## src/rtl/rsc_pkg.sv

```systemverilog
`timescale 1ns/1ps
package rsc_pkg;
   localparam int ADDR_W = 2;

   localparam logic [ADDR_W-1:0] A_STATE = 2'd0;
   localparam logic [ADDR_W-1:0] A_SRST  = 2'd1;
   localparam logic [ADDR_W-1:0] A_FLAGS = 2'd2;
   localparam logic [ADDR_W-1:0] A_IEN   = 2'd3;

   localparam logic [1:0] ST_RESET = 2'd0;
   localparam logic [1:0] ST_RUN   = 2'd1;
   localparam logic [1:0] ST_BAD   = 2'd2;
   localparam logic [1:0] ST_PAUSE = 2'd3;

   localparam int VALID_BIT = 2;
   localparam int MGEN_BIT  = 4;
   localparam int NUM_FLAGS = 3;
   localparam int TOP_BIT   = 11;

   // bit position of flag i within the flag and enable words
   function automatic int flag_pos(input int i);
      case (i)
         0:       return 8;
         1:       return 9;
         default: return 11;
      endcase
   endfunction
endpackage

```

## src/rtl/rsc_sequencer.sv

```systemverilog
`timescale 1ns/1ps
module rsc_sequencer
   import rsc_pkg::*;
#(
   parameter int SETTLE_CYC = 2,
   localparam int CNT_W = $clog2(SETTLE_CYC + 1)
) (
   input  logic       clk,
   input  logic       rst_n,
   input  logic       req_wr,
   input  logic [1:0] req_code,
   input  logic       sw_rst,
   output logic [1:0] state_o,
   output logic       valid_o
);
   logic [1:0]       state_q, target_q;
   logic [CNT_W-1:0] cnt_q;
   logic             busy, legal;

   if (SETTLE_CYC < 1) begin : g_bad_settle
      $error("rsc_sequencer: SETTLE_CYC must be at least 1");
   end

   assign busy  = (cnt_q != '0);
   assign legal = !busy && (req_code != ST_BAD) &&
                  !((req_code == ST_PAUSE) && (state_q != ST_RUN));

   always_ff @(posedge clk or negedge rst_n) begin
      if (!rst_n) begin
         state_q  <= ST_RESET;
         target_q <= ST_RESET;
         cnt_q    <= '0;
      end else if (sw_rst) begin
         state_q  <= ST_RESET;
         target_q <= ST_RESET;
         cnt_q    <= '0;
      end else if (busy) begin
         cnt_q <= cnt_q - CNT_W'(1);
         if (cnt_q == CNT_W'(1)) state_q <= target_q;
      end else if (req_wr && legal) begin
         target_q <= req_code;
         cnt_q    <= CNT_W'(SETTLE_CYC);
      end
   end

   assign state_o = state_q;
   assign valid_o = !busy;
endmodule

```

## src/rtl/rsc_flag_bank.sv

```systemverilog
`timescale 1ns/1ps
module rsc_flag_bank #(
   parameter int NUM_FLAGS = 3
) (
   input  logic                 clk,
   input  logic                 rst_n,
   input  logic [NUM_FLAGS-1:0] set_i,
   input  logic [NUM_FLAGS-1:0] clr_i,
   input  logic                 flush_i,
   output logic [NUM_FLAGS-1:0] flags_o
);
   if (NUM_FLAGS < 1) begin : g_bad_n
      $error("rsc_flag_bank: NUM_FLAGS must be at least 1");
   end

   for (genvar i = 0; i < NUM_FLAGS; i++) begin : g_flag
      logic f_q;
      always_ff @(posedge clk or negedge rst_n) begin
         if (!rst_n)         f_q <= 1'b0;
         else if (flush_i)   f_q <= 1'b0;
         else if (set_i[i])  f_q <= 1'b1;
         else if (clr_i[i])  f_q <= 1'b0;
      end
      assign flags_o[i] = f_q;
   end
endmodule

```

## src/rtl/rsc_irq_gen.sv

```systemverilog
`timescale 1ns/1ps
module rsc_irq_gen #(
   parameter int NUM_FLAGS  = 3,
   parameter bit REGISTERED = 1'b0
) (
   input  logic                 clk,
   input  logic                 rst_n,
   input  logic [NUM_FLAGS-1:0] flags_i,
   input  logic [NUM_FLAGS-1:0] en_i,
   output logic                 irq_o
);
   logic req;
   assign req = |(flags_i & en_i);

   if (REGISTERED) begin : g_reg
      logic irq_q;
      always_ff @(posedge clk or negedge rst_n) begin
         if (!rst_n) irq_q <= 1'b0;
         else        irq_q <= req;
      end
      assign irq_o = irq_q;
   end else begin : g_comb
      logic unused_clk;
      assign unused_clk = clk ^ rst_n;
      assign irq_o = req;
   end
endmodule

```

## src/rtl/rsc_run_ctrl.sv

```systemverilog
`timescale 1ns/1ps
module rsc_run_ctrl
   import rsc_pkg::*;
#(
   parameter int DATA_W         = 16,
   parameter int SETTLE_CYC     = 2,
   parameter bit IRQ_REGISTERED = 1'b0
) (
   input  logic              clk,
   input  logic              rst_n,
   input  logic              wr_en,
   input  logic [1:0]        wr_addr,
   input  logic [DATA_W-1:0] wr_data,
   input  logic [1:0]        rd_addr,
   output logic [DATA_W-1:0] rd_data,
   input  logic              mgen_i,
   input  logic              ev_out_svc_i,
   input  logic              ev_in_svc_i,
   input  logic              ev_in_done_i,
   output logic              irq_o
);
   if (DATA_W <= TOP_BIT) begin : g_bad_w
      $error("rsc_run_ctrl: DATA_W must exceed the highest flag bit");
   end

   logic                 wr_state, wr_srst, wr_flags, wr_ien;
   logic                 srst;
   logic [1:0]           state_cur;
   logic                 state_valid;
   logic [NUM_FLAGS-1:0] flag_q, ien_q, clr_vec, ev_vec;
   logic [DATA_W-1:0]    state_word, flag_word, ien_word;
   logic                 unused_wdata;

   assign unused_wdata = ^wr_data;

   assign wr_state = wr_en && (wr_addr == A_STATE);
   assign wr_srst  = wr_en && (wr_addr == A_SRST);
   assign wr_flags = wr_en && (wr_addr == A_FLAGS);
   assign wr_ien   = wr_en && (wr_addr == A_IEN);
   assign srst     = wr_srst && wr_data[0];

   assign ev_vec = {ev_in_done_i, ev_in_svc_i, ev_out_svc_i};

   for (genvar i = 0; i < NUM_FLAGS; i++) begin : g_clr
      assign clr_vec[i] = wr_flags && wr_data[flag_pos(i)];
   end

   always_ff @(posedge clk or negedge rst_n) begin
      if (!rst_n) begin
         ien_q <= '0;
      end else if (wr_ien) begin
         for (int i = 0; i < NUM_FLAGS; i++) ien_q[i] <= wr_data[flag_pos(i)];
      end
   end

   rsc_sequencer #(.SETTLE_CYC(SETTLE_CYC)) u_seq (
      .clk      (clk),
      .rst_n    (rst_n),
      .req_wr   (wr_state),
      .req_code (wr_data[1:0]),
      .sw_rst   (srst),
      .state_o  (state_cur),
      .valid_o  (state_valid)
   );

   rsc_flag_bank #(.NUM_FLAGS(NUM_FLAGS)) u_flags (
      .clk     (clk),
      .rst_n   (rst_n),
      .set_i   (ev_vec),
      .clr_i   (clr_vec),
      .flush_i (srst),
      .flags_o (flag_q)
   );

   rsc_irq_gen #(.NUM_FLAGS(NUM_FLAGS), .REGISTERED(IRQ_REGISTERED)) u_irq (
      .clk     (clk),
      .rst_n   (rst_n),
      .flags_i (flag_q),
      .en_i    (ien_q),
      .irq_o   (irq_o)
   );

   always_comb begin
      state_word              = '0;
      state_word[1:0]         = state_cur;
      state_word[VALID_BIT]   = state_valid;
      state_word[MGEN_BIT]    = mgen_i;
      flag_word               = '0;
      ien_word                = '0;
      for (int i = 0; i < NUM_FLAGS; i++) begin
         flag_word[flag_pos(i)] = flag_q[i];
         ien_word[flag_pos(i)]  = ien_q[i];
      end
   end

   always_comb begin
      case (rd_addr)
         A_STATE: rd_data = state_word;
         A_FLAGS: rd_data = flag_word;
         A_IEN:   rd_data = ien_word;
         default: rd_data = '0;
      endcase
   end
endmodule

```

## config.mk

```make
export PLATFORM = sky130hd
export DESIGN_NAME = rsc_run_ctrl
export DESIGN_NICKNAME = d
export VERILOG_FILES = /design/src/rtl/rsc_pkg.sv /design/src/rtl/rsc_sequencer.sv /design/src/rtl/rsc_flag_bank.sv /design/src/rtl/rsc_irq_gen.sv /design/src/rtl/rsc_run_ctrl.sv
export SDC_FILE = /design/constraint.sdc
export NUM_CORES = 1
export LEC_CHECK = 0
export BUFFER_PORTS_ARGS = -buffer_cell sky130_fd_sc_hd__buf_2
export CORE_MARGIN = 3
export CORE_UTILIZATION = 46
export DETAILED_ROUTE_END_ITERATION = 6
export PLACE_DENSITY = 0.92
export SLEW_MARGIN = 20
export SYNTH_ARGS = -nofsm -noshare
export SYNTH_HDL_FRONTEND = slang
export SYNTH_SLANG_ARGS = --single-unit
```

## constraint.sdc

```tcl
create_clock -name clk -period 2.1 [get_ports clk]
set_input_delay 0.105 -clock clk [delete_from_list [all_inputs] [get_ports clk]]
set_output_delay 0.105 -clock clk [all_outputs]
set_load 0.01 [all_outputs]
```

[After elaboration in Yosys (flattened, before gate mapping)]
Cells that the tools add are included.
Storage, ports and cells
  register bits after elaboration: 12
  latch bits: 0
  bits in writable memories: 0
  memory bits (read-only): 0
  input bits: 27
  output and inout bits: 17
  logic and storage cells: 80
  memories kept: 0
Cells by class
  add/sub/neg operators: 1
  multipliers: 0
  div/mod/pow operators: 0
  $lt $le $gt $ge: 3
  eq/ne operators: 10
  shift operators: 0
  muxes and demuxes: 31
  bitwise operators: 1
  reduce and logical (&&, ||, !) cells: 27
Operators with widths (count)
  32-bit by 6-bit < comparator with 1-bit output, second input constant: 3
  32-bit 2-to-1 mux: 3
  12-bit case mux with 3 select lines: 1
  2-bit 2-to-1 mux: 9
  1-bit 2-to-1 mux: 15
  1-bit binary-select mux with 4-bit select: 3
  1-bit logical AND: 12
  3-bit nonzero test: 4
  2-bit == test, second input constant: 5
  2-bit nonzero test: 4
  2-bit by 1-bit == test with 1-bit output, second input constant: 2
  2-bit zero test: 2
  2-bit != test, second input constant: 2
  2-bit AND reduction: 2
  3-bit AND: 1
  3-bit OR reduction: 1
  1-bit zero test: 2
  2-bit by 1-bit != test with 1-bit output, second input constant: 1
  2-bit by 1-bit subtractor with 2-bit output, second input constant: 1

[Longest topological paths before layout]
Gate-level depths: netlist of run 1.
  word-level depth: 8
  gate-level depth with buffers: 5
  gate-level depth less buffers: 5

[Modules after synthesis]
A second synthesis of run 1 with hierarchy kept.
Unflattened totals
  cells, all modules: 86
  area total of the unflattened synthesis: 824.5 um^2
Modules (own cells, without submodules)
  rsc_sequencer: times used 1, cells an instance 35, area an instance 352.8 um^2, sequential area each 150.1 um^2
  rsc_run_ctrl: times used 1, cells an instance 34, area an instance 315.3 um^2, sequential area each 75.1 um^2
  rsc_flag_bank: times used 1, cells an instance 15, area an instance 142.6 um^2, sequential area each 75.1 um^2
  rsc_irq_gen: times used 1, cells an instance 2, area an instance 13.8 um^2, sequential area each 0.0 um^2

[Worst setup path before layout of run 1]
OpenSTA, ideal clock, no wires.
  path type: reg-to-reg
  from: reg u_seq.cnt_q[0]
  to: reg u_seq.cnt_q[1]
  library setup time: 0.125 ns
  data arrival time: 1.297 ns
  required time: 1.975 ns
  slack: 0.678 ns
  stages on the path, launching flop included: 6
  path buffers: 0
  period minus slack after synthesis: 1.422 ns
  path through: dfrtp_1 inv_1 ha_1 and4bb_4 o22ai_4 mux2_4
Between the ends
  longest elaborated chain between the ends: 6
  elaborated cells between the ends (all ways): 9
  those cells by class: add/sub (1); mux (2); reduce/logical (6)
RTL lines
  start: declaration: RTL line rsc_sequencer.sv:17  | logic [CNT_W-1:0] cnt_q;
  start signal: assignment: RTL line rsc_sequencer.sv:38  | cnt_q <= cnt_q - CNT_W'(1);
  start signal: assignment: RTL line rsc_sequencer.sv:42  | cnt_q <= CNT_W'(SETTLE_CYC);
  parallel branches: the longest is 6 deep, another holds 2-bit by 1-bit subtractor with 2-bit output
Parallel ways; which one is timed is not known.
A chain may end at the register's enable or synchronous reset.

[Worst setup path in the final report of run 1]
Ends and elaborated chain as after synthesis.

==> impl_metrics.py, run 1 <==
metrics = {
    "setup_path": {
        "cp-start-kind": "register",
        "reg2reg_slack_ps": 600,
        "cp.required_ps": 2260,
        "endpoint_kind": "register",
        "path_class": "register to register",
        "reg2regPathDepth": 5,
        "path_max_fanout": 4,
        "cp.arrival_ps": 1660,
        "rr_endpoint": "u_seq.cnt_q[1]",
        "rr_startpoint": "u_seq.cnt_q[0]",
    },
    "clock_network": {
        "insertion_delay_ps": 270,
        "clkTransAtPathRegs_ps": 80,
        "cts_resized": 0,
        "tritoncts": "done",
        "cts_made_buffers": 3,
        "h-tree-depth": 1,
        "cts_sinks": 12,
        "clockRootBuffer": "clkbuf_4",
        "cts_buffer_depth": 2,
    },
    "yosys": {
        "synth_top_area_cell": "dfrtp_1",
        "synth_cell_types": 25,
        "synth_area_leaders": "dfrtp_1 38%, mux2i_1 8.8%, buf_4 8.5%",
        "seq_area_frac_synth": 0.3791,
        "ys_ff_latch": 12,
        "yosys.area_share.simple": 0.2243,
        "ys_warn_count": 0,
        "synth.avg_cell_area_sq_um": 9.778,
        "synth_compound_area_frac": 0.06951,
        "synthAdderAreaFrac": 0.04739,
        "synth_xor_area_frac": 0,
        "synth_top_family_by_area": "simple AND/OR/NAND/NOR gates",
        "synthesis.instances": 81,
        "synth_mux_area_frac": 0.1501,
        "syn_area_sq_um": 792.0,
        "synth_top_area_share": 0.3791,
    },
    "outcome": {
        "outcome": "complete, no violations",
    },
    "hold_path": {
        "hp-start": "ev_in_svc_i",
        "whs_endpoint": "u_flags.g_flag[1].f_q",
        "timing.hold.worst.class": "primary input to register",
        "whs_path_depth": 3,
    },
    "route": {
        "wl_mm": 1.438,
        "dr.pass1.iters": 5,
        "vias": 629,
        "first_iter_violations": 8,
        "ant_nets": 0,
        "viasPerCell": 5.156,
        "wl_per_cell_um": 11.79,
        "drcViolationCount": 0,
    },
    "layout": {
        "multi_input_comb_area_sq_um": 422.9,
        "area_growth_pct": 17.06,
        "fillers": 130,
        "area.sequential_sq_um": 300.3,
        "drive_gt1_frac": 0.3113,
        "final_common_cell": "buf_2",
        "final_cell_mix": "23 x buf_2, 12 x dfrtp_1, 9 x conb_1",
        "num_antenna_cells": 0,
        "nets": 137,
    },
    "run": {
        "max_cap_viol_count": 0,
    },
    "floorplan": {
        "core_sq_um": 1559,
        "die_w_um": 47.50,
        "die-area_sq_um": 2256,
        "die_h_um": 47.50,
        "core.rowCount": 14,
        "start_util": 0.5080,
        "io_pins": 44,
    },
    "power": {
        "peakVddDrop_mv": 0.5938,
        "power.density_nw_per_um2": 949.4,
        "p_leak_nw": 0.4944,
        "total_power_mw": 0.8802,
    },
    "timing": {
        "finalSetupTns_ps": 0,
        "fmax_ghz": 0.6679,
        "slew_viol_final": 0,
        "finalSetupViolations": 0,
        "skew_ps": 1.846,
        "rsz0062_at_grt": "no",
        "worst_hold_slack_ps": 45.20,
        "hold_violations": 0,
        "layout_min_cycle_time_ps": 1497,
        "final.period_utilization": 0.7129,
    },
    "placement": {
        "gp_congestion": 0.7828,
        "dp_hpwl_mm": 1.232,
        "portBuffers": 23,
    },
    "global_route": {
        "grt_max_degree": 13,
        "grt_pass1_vias": 521,
        "grt.overflow.total": 0,
        "grtUsageTotal": 0.1396,
        "grt_pass1_wl_mm": 2.159,
        "antenna_found_initial": 0,
    },
}
[cell usage after synthesis]
cell,n
a21oi_1,4
a222oi_1,1
and2_1,3
and3b_1,1
and4b_1,1
and4bb_4,1
buf_2,1
buf_4,9
clkbuf_1,1
conb_1,1
dfrtp_1,12
ha_1,3
inv_1,6
mux2_2,3
mux2_4,1
mux2i_1,7
nand2_1,6
nand2b_1,1
nand3_1,2
nand4b_1,4
nor2_1,7
nor2b_1,3
nor3_1,1
o21ai_0,1
o22ai_4,1
[sequential cells by signal (all words and copies together), names as in the netlist]
register and flops:
ien_q 3, u_seq.target_q 2, u_seq.cnt_q 2, u_seq.state_o 2, u_flags.g_flag.f_q 3
[how the worst max path moves through the flow]
| stage | cells after the start | end | slack [ps] | startpoint |
|---|---|---|---|---|
| after detailed placement | 5 | u_seq.cnt_q[1] | 600 | u_seq.cnt_q[0] |
| after global placement | 5 | u_seq.cnt_q[1] | 630 | u_seq.cnt_q[0] |
| after global routing | 5 | rd_data[2] | 510 | u_seq.cnt_q[1] |
| after floorplan | 5 | u_seq.cnt_q[1] | 680 | u_seq.cnt_q[0] |
| after CTS | 5 | rd_data[2] | 590 | u_seq.cnt_q[1] |
| final | 5 | u_seq.cnt_q[1] | 600 | u_seq.cnt_q[0] |
[per-stage QoR]
stage | util | instance area, sq um | setup slack (ps) | std cells
2_1_floorplan | - | 822.0 | 678.0 | 89
3_3_place_gp | 0.5650 | 880.8 | 630.5 | 117
3_5_place_dp | 0.5650 | 880.8 | 604.6 | 117
4_1_cts | 0.5947 | 927.1 | 589.4 | 122
5_1_grt | 0.5947 | 927.1 | 510.7 | 122
6_report | 0.5947 | 927.1 | 602.8 | 122
[kinds of logic (layout without fill, tap and decap cells)]
kind of cell / after synthesis / count (layout)
other cells: 1 / 9
compound gates: 7 / 7
flops: 12 / 12
fa+ha+maj: 3 / 3
mux: 11 / 11
simple gates: 30 / 30
buf+inv: 17 / 34
[critical path, stage by stage, from the launching register on]
cell and delay, ps:
dfrtp_1 370, inv_1 70, ha_1 230, and4bb_4 230, o22ai_4 170, mux2_4 310
[power breakdown]
| part | leakage (nW) | internal, mW | switching (mW) | total (mW) |
|---|---|---|---|---|
| sequential | 0.143 | 0.297 | 0.0472 | 0.344 |
| clock | 0.0210 | 0.105 | 0.0788 | 0.184 |
| combinational | 0.330 | 0.179 | 0.172 | 0.352 |
[cell type report]
cell class	instances	share of cell area
multi-input cells	60	0.4561
inverters	6	0.02429
well taps	16	0.02159
clock buffers	4	0.03914
flip-flops and latches	12	0.3239
repair buffers	24	0.1350
[what timing repair did]
action	4_1_cts	5_1_grt
hold buffers	1	0
setup buffers	0	0
hold endpoints to repair	12	0
[per-layer routing]
metal / global-route usage / share of wire / vias up / wire [um]
met5: 0 / 0 / - / 0
met3: 0.02632 / 0.081 / 2 / 117
met1: 0.1682 / 0.47 / 285 / 672
li1: - / - / 311 / -
met2: 0.2299 / 0.43 / 31 / 622
met4: 0.08287 / 0.017 / 0 / 25
(Power assumes the default switching activity.)
==> run 2, diff against run 1 <==
Settings changed: CORE_UTILIZATION 46 to 39, PLACE_DENSITY 0.92 to 0.84.
Clock period 2.1 ns to 1.3 ns, I/O delays scaled along.
==> run 2 against run 1 <==
  * The flow now finishes with violations (setup timing)
  * Highest routed layer is now met3
  * Clock power rose by 64%
  * Cell count is 17% higher
  * Power increased by 92%
  * Utilization is 1.5 points lower
  * Global-route usage is 0.19 points lower
  * Worst hold slack worse by 38 ps
  * Count of clock-buffer cells in the layout unchanged
  * Sequential share of layout area down 3.9 points
  * Critical path type unchanged
  * Maximum frequency increased by 3.5%
  * Cell area up 14%
  * Combinational power up 140%
  * Worst setup slack got worse by 750 ps
==> impl_metrics.py, run 2 (synthesis results as in run 1) <==
metrics = {
    "outcome": {
        "outcome": "complete, but fails checks",
        "violations": "setup timing",
    },
    "route": {
        "first_iter_violations": 9,
        "drcViolationCount": 0,
        "viasPerCell": 4.832,
        "wl_mm": 1.789,
        "dr.pass1.iters": 4,
        "ant_nets": 0,
        "wl_per_cell_um": 12.51,
        "vias": 691,
    },
    "run": {
        "max_cap_viol_count": 0,
    },
    "hold_path": {
        "timing.hold.worst.class": "primary input to register",
    },
    "power": {
        "total_power_mw": 1.693,
        "p_leak_nw": 0.5487,
        "peakVddDrop_mv": 1.030,
        "power.density_nw_per_um2": 1606,
    },
    "layout": {
        "area_growth_pct": 33.18,
        "fillers": 168,
        "final_cell_mix": "23 x buf_2, 12 x dfrtp_1, 11 x buf_4",
        "largest_registers": "ien_q (3), u_flags.g_flag.f_q (3)",
        "final_common_cell": "buf_2",
        "num_antenna_cells": 0,
        "drive_gt1_frac": 0.4322,
        "finish.utilization": 0.5794,
        "nets": 149,
        "final_cell_area_sq_um": 1055,
    },
    "timing": {
        "final.period_utilization": 1.113,
        "finalSetupViolations": 3,
        "hold_violations": 0,
        "rsz0062_at_grt": "yes",
        "fmax_ghz": 0.6911,
        "setup_ws_ps": -147.0,
        "slew_viol_final": 0,
        "worst_hold_slack_ps": 7.675,
        "layout_min_cycle_time_ps": 1447,
        "skew_ps": 0.5155,
    },
    "clock_network": {
        "cts_made_buffers": 3,
        "cts_buffer_depth": 2,
        "tritoncts": "done",
        "clockRootBuffer": "clkbuf_4",
        "clkTransAtPathRegs_ps": 80,
        "cts_sinks": 12,
        "h-tree-depth": 1,
        "insertion_delay_ps": 270,
    },
    "floorplan": {
        "die_w_um": 51.07,
        "die_h_um": 51.07,
        "core.rowCount": 15,
        "io_pins": 44,
        "die-area_sq_um": 2608,
        "core_sq_um": 1821,
        "start_util": 0.4351,
    },
    "setup_path": {
        "path_class": "register to register",
        "crit_path_cell_trace": "inv_2, ha_4, and4bb_4, o22ai_4, mux2_4",
        "endpoint_kind": "register",
        "critPathMaxStageDelay_ps": 370,
        "cp.buffers_inverters": 1,
        "cp.arrival_ps": 1610,
        "cp_slowest_cell": "dfrtp_1",
        "cp.required_ps": 1470,
        "cp-start-kind": "register",
        "path_max_fanout": 4,
        "cp_top_family": "flip-flops",
    },
    "placement": {
        "dp_hpwl_mm": 1.394,
        "portBuffers": 23,
        "gp_congestion": 0.8190,
        "post-place-ws_ps": -122.5,
        "placed_area_sq_um": 939.7,
    },
    "global_route": {
        "grt_pass1_wl_mm": 2.684,
        "grt_pass1_vias": 606,
        "grtUsageTotal": 0.1378,
        "grt_max_degree": 13,
        "antenna_found_initial": 0,
        "grt.overflow.total": 0,
    },
}
==> run 2: cell types whose count changed in the layout (fill, tap and decap cells not counted) <==
cell           previous run  this run
buf_4                     0        11
dlygate4sd3_1             1         2
ha_1                      3         1
ha_2                      0         1
ha_4                      0         1
inv_1                     6         3
inv_2                     0         3
nor3_1                    1         0
nor3_2                    0         1
o21ai_0                   1         0
o21ai_2                   0         1
==> run 2: per-layer routing <==
metal,vias up,part of all wire,global-route usage
met5,-,0,0
met4,0,0,0.05381
met3,0,0.070,0.02624
met2,29,0.49,0.2103
met1,328,0.44,0.1902
li1,334,-,-
==> run 2: power breakdown <==
part           internal (mW)  switching (mW)  leakage, nW
clock                  0.170           0.132       0.0210
combinational          0.474           0.362        0.384
sequential             0.480          0.0745        0.143
==> run 2: path summary, 6_finish.rpt <==
| kind | from | to | slack [ps] | cells past startpoint |
|---|---|---|---|---|
| worst max-delay path | u_seq.cnt_q[0] | u_seq.cnt_q[1] | -150 | 5 |
| min in group asynchronous | rst_n | u_seq.cnt_q[1] | 190 | 2 |
| max in group asynchronous | rst_n | ien_q[0] | 900 | 2 |
| worst max register to register | u_seq.cnt_q[0] | u_seq.cnt_q[1] | -150 | 5 |
| worst min register to register | u_seq.target_q[1] | u_seq.target_q[1] | 540 | 2 |
| worst min-delay path | ev_out_svc_i | u_flags.g_flag[0].f_q | 8 | 3 |
==> run 2: what timing repair did <==
item,4_1_cts,5_1_grt
gates resized for setup,5,3
setup buffers,4,1
pin swaps,1,1
endpoints found under the hold margin,13,0
hold buffers,2,0
setup endpoints to repair,6,7
==> run 2: cell type report <==
| type | instances | area [sq um] | area share |
|---|---|---|---|
| Sequential cell | 12 | 300.3 | 0.2847 |
| Timing Repair Buffer | 36 | 217.7 | 0.2064 |
| Multi-Input combinational cell | 60 | 446.7 | 0.4235 |
| Clock buffer | 4 | 36.28 | 0.03440 |
| Inverter | 6 | 22.52 | 0.02135 |
| Tap cell | 25 | 31.28 | 0.02966 |
==> run 2: worst register-to-register path, delay by kind of cell (launching register included) <==
kind | cells | cell delay [ps]
AOI/OAI and AO/OA | 1 | 200
adders and majority gates | 1 | 170
buffers and inverters | 1 | 60
DFF | 1 | 370
muxes | 1 | 320
and+or+nand+nor | 1 | 220
==> run 2: metrics by stage <==
stage / cells / TNS [ps]
floorplan: 89 / -86.03
global placement: 132 / -155.1
detailed placement: 132 / -342.7
CTS: 142 / -331.1
global route: 143 / -571.3
finish: 143 / -340.9
==> run 3, diff against run 2 <==
Settings changed: ABC_AREA from default to 1, PLACE_DENSITY 0.84 to 0.83, SKIP_CTS_REPAIR_TIMING from default to 1.
==> run 3 against run 2 <==
  * The flow now finishes without violations
  * Synthesized area increased by 2.1%
  * Cell count grew 13%
  * Critical path depth did not move
  * Synthesized cell count increased by 32%
==> impl_metrics.py, run 3 <==
metrics = {
    "floorplan": {
        "core_sq_um": 1839,
        "core.rowCount": 15,
        "start_util": 0.4395,
        "die_h_um": 51.53,
        "io_pins": 44,
        "die-area_sq_um": 2655,
        "die_w_um": 51.53,
    },
    "route": {
        "first_iter_violations": 5,
        "vias": 736,
        "routed-wl-met2_um": 968,
        "dr.pass1.iters": 4,
        "wl_met1_um": 712,
        "drcViolationCount": 0,
        "viasPerCell": 4.543,
        "ant_nets": 0,
        "top_layer_used": "met4",
        "wl_per_cell_um": 11.10,
        "dr_wl_met3_um": 85,
        "wl_mm": 1.798,
    },
    "timing": {
        "skew_ps": 0.1482,
        "fmax_ghz": 0.8091,
        "finalSetupViolations": 0,
        "layout_min_cycle_time_ps": 1236,
        "slew_viol_final": 0,
        "hold_violations": 0,
        "finalSetupTns_ps": 0,
        "final.period_utilization": 0.9507,
    },
    "clock_network": {
        "insertion_delay_ps": 270,
        "tritoncts": "done",
        "h-tree-depth": 1,
        "clkTransAtPathRegs_ps": 90,
        "cts_sinks": 12,
        "cts_buffer_depth": 2,
        "cts_made_buffers": 3,
        "clockRootBuffer": "clkbuf_4",
    },
    "power": {
        "power.density_nw_per_um2": 1559,
        "p_leak_nw": 0.5732,
        "peakVddDrop_mv": 0.9038,
    },
    "yosys": {
        "synth_edf_count": 0,
        "synthAdderAreaFrac": 0.04644,
        "synthTopCellsByCount": "21 x nand2_1, 16 x inv_1, 16 x nand3_1",
        "synth_top_area_share": 0.3715,
        "ys_ff_latch": 12,
        "synth_top_area_cell": "dfrtp_1",
        "synth_compound_area_frac": 0.06811,
        "synth.most_common_cell": "nand2_1",
        "synth_mux_area_frac": 0,
        "seq_area_frac_synth": 0.3715,
        "ys_warn_count": 0,
        "synth_cell_types": 19,
        "synth_top_family_by_area": "simple AND/OR/NAND/NOR gates",
        "synthesis.instances": 107,
        "synth.avg_cell_area_sq_um": 7.554,
        "synth_xor_area_frac": 0,
        "synth_ff_type": "dfrtp_1",
        "yosys.area_share.simple": 0.3390,
        "async_flop_share": 1.000,
        "synth_area_leaders": "dfrtp_1 37%, nand3_1 9.9%, nand2_1 9.8%",
        "syn_area_sq_um": 808.3,
    },
    "layout": {
        "nets": 168,
        "drive_gt1_frac": 0.3212,
        "fin_cells": 162,
        "area_growth_pct": 23.84,
        "final_common_cell": "buf_2",
        "finish.utilization": 0.5442,
        "num_antenna_cells": 0,
        "fillers": 192,
        "largest_registers": "ien_q (3), u_flags.g_flag.f_q (3)",
        "final_cell_area_sq_um": 1001,
        "final_cell_mix": "23 x buf_2, 21 x nand2_1, 16 x nand3_1",
    },
    "run": {
        "max_cap_viol_count": 0,
    },
    "global_route": {
        "grt.overflow.total": 0,
        "grt_pass1_wl_mm": 3.029,
        "grt_pass1_vias": 692,
        "grt_max_degree": 13,
        "grtUsageTotal": 0.1551,
        "antenna_found_initial": 0,
    },
    "placement": {
        "place_inst": 154,
        "gp_congestion": 0.7614,
        "placed_area_sq_um": 917.1,
        "portBuffers": 23,
        "dp_hpwl_mm": 1.470,
    },
    "setup_path": {
        "cp.required_ps": 1240,
        "rr_startpoint": "u_seq.cnt_q[1]",
        "crit_path_cell_trace": "inv_2, ha_4, inv_4, nor2_1, buf_2",
        "critPathMaxStageDelay_ps": 390,
        "reg2reg_slack_ps": 100,
        "path_max_fanout": 4,
        "rr_endpoint": "u_seq.cnt_q[0]",
        "cp_slowest_cell": "dfrtp_1",
        "endpoint_kind": "primary output",
        "reg2regPathDepth": 8,
        "path_class": "register to primary output",
        "cp.arrival_ps": 1170,
        "cp-start-kind": "register",
    },
    "hold_path": {
        "hp-start": "ev_in_svc_i",
        "whs_endpoint": "u_flags.g_flag[1].f_q",
        "timing.hold.worst.class": "primary input to register",
        "whs_path_depth": 3,
    },
    "outcome": {
        "outcome": "complete, no violations",
    },
}
==> run 3: metrics by stage <==
step / hold WS (ps) / total power, mW / worst slack, ps
5_1_grt: 12.71 / 1.691 / -3.817
3_5_place_dp: -39.51 / 1.129 / 56.83
6_report: 7.542 / 1.561 / 64.04
3_3_place_gp: -42.44 / 1.071 / 113.0
2_1_floorplan: -230.6 / 0.9723 / 180.5
4_1_cts: -346.0 / 1.440 / -109.5
==> run 3: worst max-delay path by stage <==
stage                   start        endpoint  slack, ps
3_3_place_gp   u_seq.cnt_q[0]  u_seq.cnt_q[0]        110
4_1_cts        u_seq.cnt_q[0]      rd_data[2]       -110
3_5_place_dp   u_seq.cnt_q[0]  u_seq.cnt_q[1]         60
6_report       u_seq.cnt_q[1]      rd_data[2]         60
2_1_floorplan  u_seq.cnt_q[0]  u_seq.cnt_q[0]        180
5_1_grt        u_seq.cnt_q[0]      rd_data[2]         -4
==> run 3: cells by family after synthesis <==
kind of cell | after synthesis
adders and majority gates | 3
AOI/OAI and AO/OA | 11
other | 1
DFF | 12
and+or+nand+nor | 53
buffers and inverters | 27
==> run 3: routing by layer <==
layer,global-route usage,vias up
met5,0,-
met4,0.07860,0
met3,0.01719,4
met2,0.2754,19
met1,0.1830,334
li1,-,379
==> run 3: worst max-delay path: cells and delay by family, from the launching register on <==
kind | cells | cell delay [ps]
flip-flops | 1 | 390
adder cells (fa/ha/maj) | 1 | 150
buffers and inverters | 3 | 270
AND/OR/NAND/NOR | 1 | 70
==> run 3: area by class of cell <==
| cell class | count | area [sq um] | share of cell area |
|---|---|---|---|
| Clock buffer | 4 | 36.28 | 0.03625 |
| Inverter | 18 | 72.57 | 0.07250 |
| Multi-Input combinational cell | 76 | 412.9 | 0.4125 |
| Sequential cell | 12 | 300.3 | 0.3000 |
| Tap cell | 25 | 31.28 | 0.03125 |
| Timing Repair Buffer | 27 | 147.6 | 0.1475 |
==> run 3: power breakdown <==
part / total [mW] / internal [mW] / switching (mW)
combinational: 0.695 / 0.308 / 0.387
clock: 0.310 / 0.170 / 0.139
sequential: 0.556 / 0.482 / 0.0741
total: 1.56 / 0.960 / 0.600
